<file path="src/rtl/dual_uart_regfront_pkg.sv">
package dual_uart_regfront_pkg;
  localparam int DW = 8;
  localparam int AW = 3;
  localparam int NCH = 2;

  typedef struct packed {
    logic            wrCommit;
    logic [NCH-1:0]  wrSel;
    logic [AW-1:0]   wrAddr;
    logic [DW-1:0]   wrData;
    logic            rdLoad;
    logic            rdLow;
    logic [NCH-1:0]  rdSel;
    logic [AW-1:0]   rdAddr;
  } busStb_t;
endpackage

</file>
<file path="src/rtl/dual_uart_regfront_ctrl.sv">
module dual_uart_regfront_ctrl
  import dual_uart_regfront_pkg::*;
#(
  parameter int SYNC_STAGES = 2,
  parameter int RST_EDGES   = 2
) (
  input  logic          clk,
  input  logic          rstIn,
  input  logic          selAN,
  input  logic          selBN,
  input  logic [AW-1:0] addr,
  input  logic          rdN,
  input  logic          wrN,
  input  logic [DW-1:0] wrData,
  output logic          rstInt,
  output busStb_t       stb
);
  localparam int LAST = SYNC_STAGES - 1;

  logic [RST_EDGES-1:0] rstPipe;
  logic [SYNC_STAGES-1:0] rdPipe, wrPipe;
  logic [NCH-1:0] selPipe [SYNC_STAGES];
  logic [AW-1:0]  addrPipe [SYNC_STAGES];
  logic [DW-1:0]  dataPipe [SYNC_STAGES];
  logic rdPrev, wrPrev;
  logic [NCH-1:0] heldSel;
  logic [AW-1:0]  heldAddr;
  logic [DW-1:0]  heldData;
  logic rdSync, wrSync;

  // reset qualification: every stage must see the input high
  always_ff @(posedge clk) begin
    rstPipe <= {rstPipe[RST_EDGES-2:0], rstIn};
    rstInt  <= &rstPipe;
  end

  always_ff @(posedge clk) begin
    if (rstInt) begin
      rdPipe <= '1;
      wrPipe <= '1;
      rdPrev <= 1'b1;
      wrPrev <= 1'b1;
    end else begin
      rdPipe <= {rdPipe[SYNC_STAGES-2:0], rdN};
      wrPipe <= {wrPipe[SYNC_STAGES-2:0], wrN};
      rdPrev <= rdPipe[LAST];
      wrPrev <= wrPipe[LAST];
    end
  end

  generate
    for (genvar s = 0; s < SYNC_STAGES; s++) begin : g_sync
      if (s == 0) begin : g_first
        always_ff @(posedge clk) begin
          selPipe[s]  <= {~selBN, ~selAN};
          addrPipe[s] <= addr;
          dataPipe[s] <= wrData;
        end
      end else begin : g_next
        always_ff @(posedge clk) begin
          selPipe[s]  <= selPipe[s-1];
          addrPipe[s] <= addrPipe[s-1];
          dataPipe[s] <= dataPipe[s-1];
        end
      end
    end
  endgenerate

  assign rdSync = rdPipe[LAST];
  assign wrSync = wrPipe[LAST];

  // capture the write context while the strobe is still low
  always_ff @(posedge clk) begin
    if (rstInt) begin
      heldSel  <= '0;
      heldAddr <= '0;
      heldData <= '0;
    end else if (!wrSync) begin
      heldSel  <= selPipe[LAST];
      heldAddr <= addrPipe[LAST];
      heldData <= dataPipe[LAST];
    end
  end

  always_comb begin
    stb          = '0;
    stb.wrCommit = wrSync & ~wrPrev;
    stb.wrSel    = heldSel;
    stb.wrAddr   = heldAddr;
    stb.wrData   = heldData;
    stb.rdLoad   = ~rdSync & rdPrev;
    stb.rdLow    = ~rdSync;
    stb.rdSel    = selPipe[LAST];
    stb.rdAddr   = addrPipe[LAST];
  end
endmodule

</file>
<file path="src/rtl/dual_uart_regfront_dp.sv">
module dual_uart_regfront_dp
  import dual_uart_regfront_pkg::*;
#(
  parameter logic [DW-1:0] DEV_ID    = 8'h12,
  parameter logic [DW-1:0] DEV_REV   = 8'h01,
  parameter logic [DW-1:0] LCR_INIT  = 8'h00,
  parameter logic [DW-1:0] SCR_INIT  = 8'hFF,
  parameter logic [AW-1:0] ADDR_LCR  = 3'd3,
  parameter logic [AW-1:0] ADDR_SCR  = 3'd7,
  parameter int            LATCH_BIT = 7
) (
  input  logic           clk,
  input  logic           rstInt,
  input  busStb_t        stb,
  output logic [DW-1:0]  rdData,
  output logic [NCH-1:0] chRdStb,
  output logic [NCH-1:0] chWrStb,
  output logic [AW-1:0]  chAddr,
  output logic [DW-1:0]  chWrData
);
  logic [DW-1:0] lineCtl [NCH];
  logic [DW-1:0] divLo   [NCH];
  logic [DW-1:0] divHi   [NCH];
  logic [DW-1:0] scratch [NCH];
  logic [DW-1:0] chRead  [NCH];
  logic [NCH-1:0] wrHeld, rdHeld;
  logic [NCH-1:0] rdPick;

  function automatic logic isHeld(input logic [AW-1:0] a, input logic open);
    return (a == ADDR_LCR) || (a == ADDR_SCR) || (open && (a == 3'd0 || a == 3'd1));
  endfunction

  generate
    for (genvar c = 0; c < NCH; c++) begin : g_ch
      logic latchOpen;
      logic divZero;
      assign latchOpen = lineCtl[c][LATCH_BIT];
      assign divZero   = (divLo[c] == '0) && (divHi[c] == '0);
      assign wrHeld[c] = isHeld(stb.wrAddr, latchOpen);
      assign rdHeld[c] = isHeld(stb.rdAddr, latchOpen);

      always_ff @(posedge clk) begin
        if (rstInt) begin
          lineCtl[c] <= LCR_INIT;
          divLo[c]   <= '0;
          divHi[c]   <= '0;
          scratch[c] <= SCR_INIT;
        end else if (stb.wrCommit && stb.wrSel[c]) begin
          if (stb.wrAddr == ADDR_LCR) lineCtl[c] <= stb.wrData;
          if (stb.wrAddr == ADDR_SCR) scratch[c] <= stb.wrData;
          if (latchOpen && stb.wrAddr == 3'd0) divLo[c] <= stb.wrData;
          if (latchOpen && stb.wrAddr == 3'd1) divHi[c] <= stb.wrData;
        end
      end

      always_comb begin
        chRead[c] = '0;
        if (stb.rdAddr == ADDR_LCR)
          chRead[c] = lineCtl[c];
        else if (stb.rdAddr == ADDR_SCR)
          chRead[c] = scratch[c];
        else if (latchOpen && stb.rdAddr == 3'd0)
          chRead[c] = divZero ? DEV_REV : divLo[c];
        else if (latchOpen && stb.rdAddr == 3'd1)
          chRead[c] = divZero ? DEV_ID : divHi[c];
      end
    end
  endgenerate

  // channel A wins a read with both selects
  always_comb begin
    rdPick = '0;
    if (stb.rdSel[0])      rdPick[0] = 1'b1;
    else if (stb.rdSel[1]) rdPick[1] = 1'b1;
  end

  always_ff @(posedge clk) begin
    if (rstInt) begin
      rdData   <= '0;
      chRdStb  <= '0;
      chWrStb  <= '0;
      chAddr   <= '0;
      chWrData <= '0;
    end else begin
      chRdStb <= '0;
      chWrStb <= '0;
      if (!stb.rdLow) begin
        rdData <= '0;
      end else if (stb.rdLoad) begin
        rdData <= rdPick[0] ? chRead[0] : (rdPick[1] ? chRead[1] : '0);
        chRdStb <= rdPick & ~rdHeld;
        if ((rdPick & ~rdHeld) != '0) chAddr <= stb.rdAddr;
      end
      if (stb.wrCommit) begin
        chWrStb  <= stb.wrSel & ~wrHeld;
        chWrData <= stb.wrData;
        if ((stb.wrSel & ~wrHeld) != '0) chAddr <= stb.wrAddr;
      end
    end
  end
endmodule

</file>
<file path="src/rtl/dual_uart_regfront.sv">
module dual_uart_regfront
  import dual_uart_regfront_pkg::*;
#(
  parameter int            SYNC_STAGES = 2,
  parameter int            RST_EDGES   = 2,
  parameter logic [7:0]    DEV_ID      = 8'h12,
  parameter logic [7:0]    DEV_REV     = 8'h01,
  parameter logic [7:0]    SCR_INIT    = 8'hFF
) (
  input  logic       clk,
  input  logic       rstIn,
  input  logic       selAN,
  input  logic       selBN,
  input  logic [2:0] addr,
  input  logic       rdN,
  input  logic       wrN,
  input  logic [7:0] wrData,
  output logic [7:0] rdData,
  output logic [1:0] chRdStb,
  output logic [1:0] chWrStb,
  output logic [2:0] chAddr,
  output logic [7:0] chWrData
);
  logic    rstInt;
  busStb_t stb;

  dual_uart_regfront_ctrl #(
    .SYNC_STAGES(SYNC_STAGES),
    .RST_EDGES  (RST_EDGES)
  ) u_ctrl (
    .clk   (clk),
    .rstIn (rstIn),
    .selAN (selAN),
    .selBN (selBN),
    .addr  (addr),
    .rdN   (rdN),
    .wrN   (wrN),
    .wrData(wrData),
    .rstInt(rstInt),
    .stb   (stb)
  );

  dual_uart_regfront_dp #(
    .DEV_ID  (DEV_ID),
    .DEV_REV (DEV_REV),
    .SCR_INIT(SCR_INIT)
  ) u_dp (
    .clk     (clk),
    .rstInt  (rstInt),
    .stb     (stb),
    .rdData  (rdData),
    .chRdStb (chRdStb),
    .chWrStb (chWrStb),
    .chAddr  (chAddr),
    .chWrData(chWrData)
  );
endmodule

</file>
<file path="config.mk">
export PLATFORM = sky130hd
export DESIGN_NAME = dual_uart_regfront
export DESIGN_NICKNAME = d
export VERILOG_FILES = /design/src/rtl/dual_uart_regfront_pkg.sv /design/src/rtl/dual_uart_regfront_ctrl.sv /design/src/rtl/dual_uart_regfront_dp.sv /design/src/rtl/dual_uart_regfront.sv
export SDC_FILE = /design/constraint.sdc
export NUM_CORES = 1
export LEC_CHECK = 0
export BUFFER_PORTS_ARGS = -buffer_cell sky130_fd_sc_hd__buf_4
export CAP_MARGIN = 20
export CORE_MARGIN = 2
export CORE_UTILIZATION = 45
export CTS_CLUSTER_DIAMETER = 30
export DETAILED_ROUTE_END_ITERATION = 6
export SKIP_CTS_REPAIR_TIMING = 1
export SLEW_MARGIN = 10
export SYNTH_ARGS = -nofsm -noshare
export SYNTH_HDL_FRONTEND = slang
export SYNTH_HIERARCHICAL = 1
export SYNTH_SLANG_ARGS = --single-unit
</file>
<file path="constraint.sdc">
create_clock -name clk -period 3.61 [get_ports clk]
set_input_delay 0.722 -clock clk [delete_from_list [all_inputs] [get_ports clk]]
set_output_delay 0.722 -clock clk [all_outputs]
set_load 0.005 [all_outputs]
</file>
== Yosys cells after proc, flatten, opt, wreduce, memory -nomap -nowiden ==
Memory sizes are Yosys's and may differ from the RTL's. A register that Yosys moved wholly into a read port is not among the register bits.
Index checks and enable logic that the tools add are counted.

* Memories kept: 7
* Output and inout port bits: 23
* RAM bits: 90
* Register bits: 37
* Word-level logic and storage cells: 145

{| class="wikitable"
|+ Memory list
! name !! words !! bits a word !! read ports !! clocked after Yosys merged registers in !! write ports !! RTL line !! source
|-
| u_ctrl.dataPipe || 2 || 8 || 2 || 1 || 2 || dual_uart_regfront_ctrl.sv:24 || <nowiki>logic [DW-1:0] dataPipe [SYNC_STAGES];</nowiki>
|-
| u_dp.divHi || 2 || 8 || 2 || 0 || 2 || dual_uart_regfront_dp.sv:23 || <nowiki>logic [DW-1:0] divHi [NCH];</nowiki>
|-
| u_dp.divLo || 2 || 8 || 2 || 0 || 2 || dual_uart_regfront_dp.sv:22 || <nowiki>logic [DW-1:0] divLo [NCH];</nowiki>
|-
| u_dp.lineCtl || 2 || 8 || 2 || 0 || 2 || dual_uart_regfront_dp.sv:21 || <nowiki>logic [DW-1:0] lineCtl [NCH];</nowiki>
|-
| u_dp.scratch || 2 || 8 || 2 || 0 || 2 || dual_uart_regfront_dp.sv:24 || <nowiki>logic [DW-1:0] scratch [NCH];</nowiki>
|-
| u_ctrl.addrPipe || 2 || 3 || 2 || 0 || 2 || dual_uart_regfront_ctrl.sv:23 || <nowiki>logic [AW-1:0] addrPipe [SYNC_STAGES];</nowiki>
|-
| +1 memories || - || - || - || - || - || - ||
|}

* Equality and inequality tests: 6
* Reduce and logical (&&, ||, !) cells: 37
* Bitwise logic cells: 20
* Multiplexer cells: 62

{| class="wikitable"
|+ Operators by type and width
! cell !! number
|-
| 8-bit 2-to-1 mux || 22
|-
| 1-bit 2-to-1 mux || 35
|-
| 8-bit zero test || 4
|-
| 1-bit logical AND || 16
|-
| 3-bit 2-to-1 mux || 5
|-
| 1-bit logical OR || 8
|-
| 1-bit bitwise OR || 8
|-
| 3-bit by 1-bit == test with 1-bit output (second input constant) || 2
|-
| 3-bit by 2-bit == test with 1-bit output (second input constant) || 2
|-
| 3-bit == test (second input constant) || 2
|-
| 3-bit zero test || 2
|-
| 1-bit NOT || 6
|-
| 2-bit AND || 2
|-
| 2-bit NOT || 2
|-
| 2-bit nonzero test || 2
|-
| 2-bit OR reduction || 2
|-
| 3-bit OR reduction || 1
|-
| 1-bit AND || 2
|-
| 2-bit AND reduction || 1
|-
| 1-bit zero test || 1
|}

== Longest topological paths before layout ==
* Word-level depth: 12
* Gate-level depth with buffers: 8
* Gate-level depth less buffers: 6

== By module ==
Netlist, hierarchy kept.

{| class="wikitable"
|+ Modules (own cells, without submodules)
! module !! times used !! cells each !! seq. area each (um2) !! area an instance (um2)
|-
| dual_uart_regfront_dp || 1 || 361 || 2382.3 || 4154.0
|-
| dual_uart_regfront_ctrl || 1 || 95 || 960.9 || 1286.2
|}

== Least setup slack after synthesis ==
Ideal clock, no wire load.

* Path kind: register -> register
* Start point: reg u_ctrl.wrPipe[1]
* End point: mem u_dp.divLo[1][0] (enable)
* Clock period less this slack: 2326 ps
* Data arrival time: 1951 ps
* Path buffers: 4
* Slack: 1284 ps
* Stages on the path, launching flop included: 8
* Required time: 3235 ps
* Path through: dfxtp_1 -> buf_6 -> buf_12 -> nor2b_1 -> clkbuf_1 -> clkbuf_1 -> nand3_1 -> o21bai_1

{| class="wikitable"
|+ RTL lines
! what !! RTL line !! source
|-
| start, declared || dual_uart_regfront_ctrl.sv:21 || <nowiki>logic [SYNC_STAGES-1:0] rdPipe, wrPipe;</nowiki>
|-
| start signal, assigned || dual_uart_regfront_ctrl.sv:45 || <nowiki>wrPipe <= {wrPipe[SYNC_STAGES-2:0], wrN};</nowiki>
|-
| end, declared || dual_uart_regfront_dp.sv:22 ||
|}

==> results.py <==
metrics = {
    "floorplanning": {
        "fp.dieW_um": 114,
        "start_util_pct": 45.7,
        "coreArea_sq_um": 11900,
        "fp-row-count": 40,
        "die_h_um": 114,
        "die_area_sq_um": 13000,
        "ios": 40,
    },
    "clocking": {
        "clkLatencyLatePin_ns": 0.42,
        "cts-root-buf": "clkbuf_16",
        "cts_tree": "yes",
        "clkSinkCount": 135,
        "clk_pin_slew_worst_paths_ns": 0.06,
        "cts_max_level": 4,
        "cts_buffers": 17,
        "cts_buffer_depth": 2,
    },
    "placed_design": {
        "place_congestion": 0.880,
        "post-place-ws_ns": 1.18,
        "dp.cells": 619,
        "post-dp-hpwl_um": 8970,
        "numPortBuffers": 39,
        "placed_cell_area_sq_um": 5790,
    },
    "drt": {
        "drt_first_pass_iters": 5,
        "drt_iter0_drc": 365,
        "vias": 3706,
        "wirelength_um": 12900,
        "wl_per_cell_um": 19.8,
        "post-route-drc-count": 0,
        "ant_nets": 0,
        "routed_via_density": 5.69,
    },
    "power_and_ir_drop": {
        "p_leak_nw": 2.43,
        "powerDensity_nw_per_um2": 564,
        "vdd_ir_drop_max_mv": 0.522,
        "total_power_mw": 3.58,
    },
    "timing": {
        "skew_ns": 0.0122,
        "period_share_pct": 68.5,
        "min_period_ns": 2.47,
        "grt_setup_unrepaired": "false",
        "setup-violations-final": 0,
        "fin_ws_ns": 1.14,
        "timing.fmax_mhz": 405,
        "slew_viol_final": 0,
        "relSlewSlack_pct": 34.2,
        "tightest_slew_ns": 0.986,
        "setup_tns_ns": 0,
        "fin_hold_ws_ns": 0.324,
        "hold_violations": 0,
    },
    "synthesis": {
        "synth-seq-cells": 135,
        "synth_top_area_share_pct": 35.3,
        "yosys_warnings": 6,
        "synth_area_leader_cell": "edfxtp_1",
        "synthCells": 456,
        "synthMuxAreaShare_pct": 5.20,
        "avgSynthCellArea_sq_um": 11.9,
        "synthXorXnorAreaFrac_pct": 0,
        "syn_nets": 473,
        "ys_types": 45,
        "synth_fa_ha_area_share_pct": 0,
        "synth_compound_area_share_pct": 10.3,
        "syn_area_sq_um": 5440,
        "synthSimpleGateAreaFrac_pct": 19.4,
        "synth_top_family_by_area": "simple AND/OR/NAND/NOR gates",
        "ys_seq_area_share_pct": 61.5,
        "synthTopCellsByArea": "edfxtp_1, dfxtp_1, and2_1",
    },
    "critical_path": {
        "critPathTopFamily": "simple AND/OR/NAND/NOR gates",
        "arrival_ns": 2.51,
        "critPathMostFrequentCell": "buf_4",
        "cp_max_fo": 18,
        "cp_slowest_cell": "o21bai_1",
        "end_kind": "register",
        "start_kind": "register",
        "critical_path.max_stage_delay_ns": 0.58,
        "critPathKind": "register to register",
        "crit_required_ns": 3.65,
        "crit_chain": "buf_4 -> nor2b_1 -> nand4_1 -> buf_4 -> o21bai_1",
        "path_buf_inv": 2,
    },
    "cells_and_area": {
        "antenna_cells": 0,
        "final_util_pct": 53.3,
        "multiInputGateArea_sq_um": 1900,
        "drive_gt1_share_pct": 17.3,
        "stdcell_count": 651,
        "fillers": 1029,
        "final_nets": 508,
        "seq_area_sq_um": 3340,
        "final_cell_area_sq_um": 6350,
        "area_delta_synth_final_pct": 16.7,
    },
    "run_status": {
        "status": "finished clean",
    },
    "min_path": {
        "hold_class": "register to register",
    },
    "global_routing": {
        "grt_max_degree": 28,
        "grt_use_total_pct": 21.1,
        "antenna_found_initial": 0,
        "grt_pass1_vias": 3573,
        "grt-ovfl-total": 0,
        "grt_pass1_wl_um": 20100,
    },
    "run": {
        "drv_cap": 0,
    },
}
==> placed cells by master (no fill, tap or decap), drive strengths merged, types with 2 or more instances in the layout <==
master | synthesis | final
a211o | 2 | 2
a211oi | 8 | 8
a21o | 6 | 6
a21oi | 2 | 2
a22o | 10 | 10
a22oi | 13 | 13
and2 | 51 | 51
and3 | 2 | 2
buf | 15 | 45
clkbuf | 14 | 23
clkinv | 0 | 5
dfxtp | 71 | 71
edfxtp | 64 | 64
inv | 7 | 11
mux2 | 2 | 2
mux2i | 26 | 26
nand2 | 13 | 13
nand2b | 18 | 18
nand3 | 10 | 10
nand4 | 3 | 3
nor2 | 34 | 34
nor2b | 7 | 7
nor3 | 7 | 7
nor3b | 2 | 2
nor4 | 8 | 8
nor4b | 2 | 2
o211ai | 3 | 3
o21ai | 6 | 6
o21bai | 6 | 6
o221ai | 11 | 11
o22ai | 2 | 2
o32ai | 2 | 2
or2 | 6 | 6
or3 | 19 | 19
==> layout make-up <==
type	count	area share (%)
Sequential cell	135	52.6
Timing Repair Buffer	45	5.32
Tap cell	147	2.90
Clock inverter	9	1.00
Inverter	7	0.414
Clock buffer	23	7.86
Multi-Input combinational cell	285	29.9
==> registers in the layout, summed over array words and instances, names as in the netlist, 2 cells and up <==
name	count
u_ctrl/addrPipe	6
u_ctrl/dataPipe	16
u_ctrl/heldAddr	3
u_ctrl/heldData	8
u_ctrl/heldSel	2
u_ctrl/rdPipe	2
u_ctrl/rstPipe	2
u_ctrl/selPipe	4
u_ctrl/wrPipe	2
u_dp/chAddr	3
u_dp/chRdStb	2
u_dp/chWrData	8
u_dp/chWrStb	2
u_dp/divHi	16
u_dp/divLo	16
u_dp/lineCtl	16
u_dp/rdData	8
u_dp/scratch	16
==> path summary, 6_finish.rpt <==
path              slack [ns]  depth (start not counted)                  start                     to
setup / recovery        1.14                          5       u_ctrl/wrPipe[1]     u_dp/scratch[1][3]
hold / removal          0.32                          0  u_ctrl/dataPipe[0][3]  u_ctrl/dataPipe[1][3]
setup reg to reg        1.14                          5       u_ctrl/wrPipe[1]     u_dp/scratch[1][3]
hold reg to reg         0.32                          0  u_ctrl/dataPipe[0][3]  u_ctrl/dataPipe[1][3]
==> layer usage <==
layer  share of wire, %  GRT usage [%]
met5                  0              0
met4                2.7           9.76
met3                5.8           5.58
met2                 47           33.0
met1                 44           27.5
==> kinds of logic (layout without fill, tap and decap cells) <==
family	after synthesis	count (layout)
flip-flops	135	135
buffers and inverters	36	84
AND/OR/NAND/NOR	184	184
AO/OA/AOI/OAI	73	73
multiplexers	28	28
==> synthesized netlist by cell type (all sizes together) <==
master	number
a211o	2
a211oi	8
a21o	6
a21oi	2
a22o	10
a22oi	13
a311oi	1
and2	51
and3	2
buf	15
clkbuf	14
dfxtp	71
edfxtp	64
inv	7
mux2	2
mux2i	26
nand2	13
nand2b	18
nand3	10
nand3b	1
nand4	3
nor2	34
nor2b	7
nor3	7
nor3b	2
nor4	8
nor4b	2
o2111ai	1
o211ai	3
o21ai	6
o21bai	6
o221ai	11
o22ai	2
o32ai	2
or2	6
or3	19
or3b	1
==> power breakdown <==
part	switching [mW]	leakage, nW	internal, mW
clock	0.623	0.284	0.976
sequential	0.103	1.17	1.68
combinational	0.110	0.978	0.0942
No activity file was read; power rests on OpenSTA's default activity.
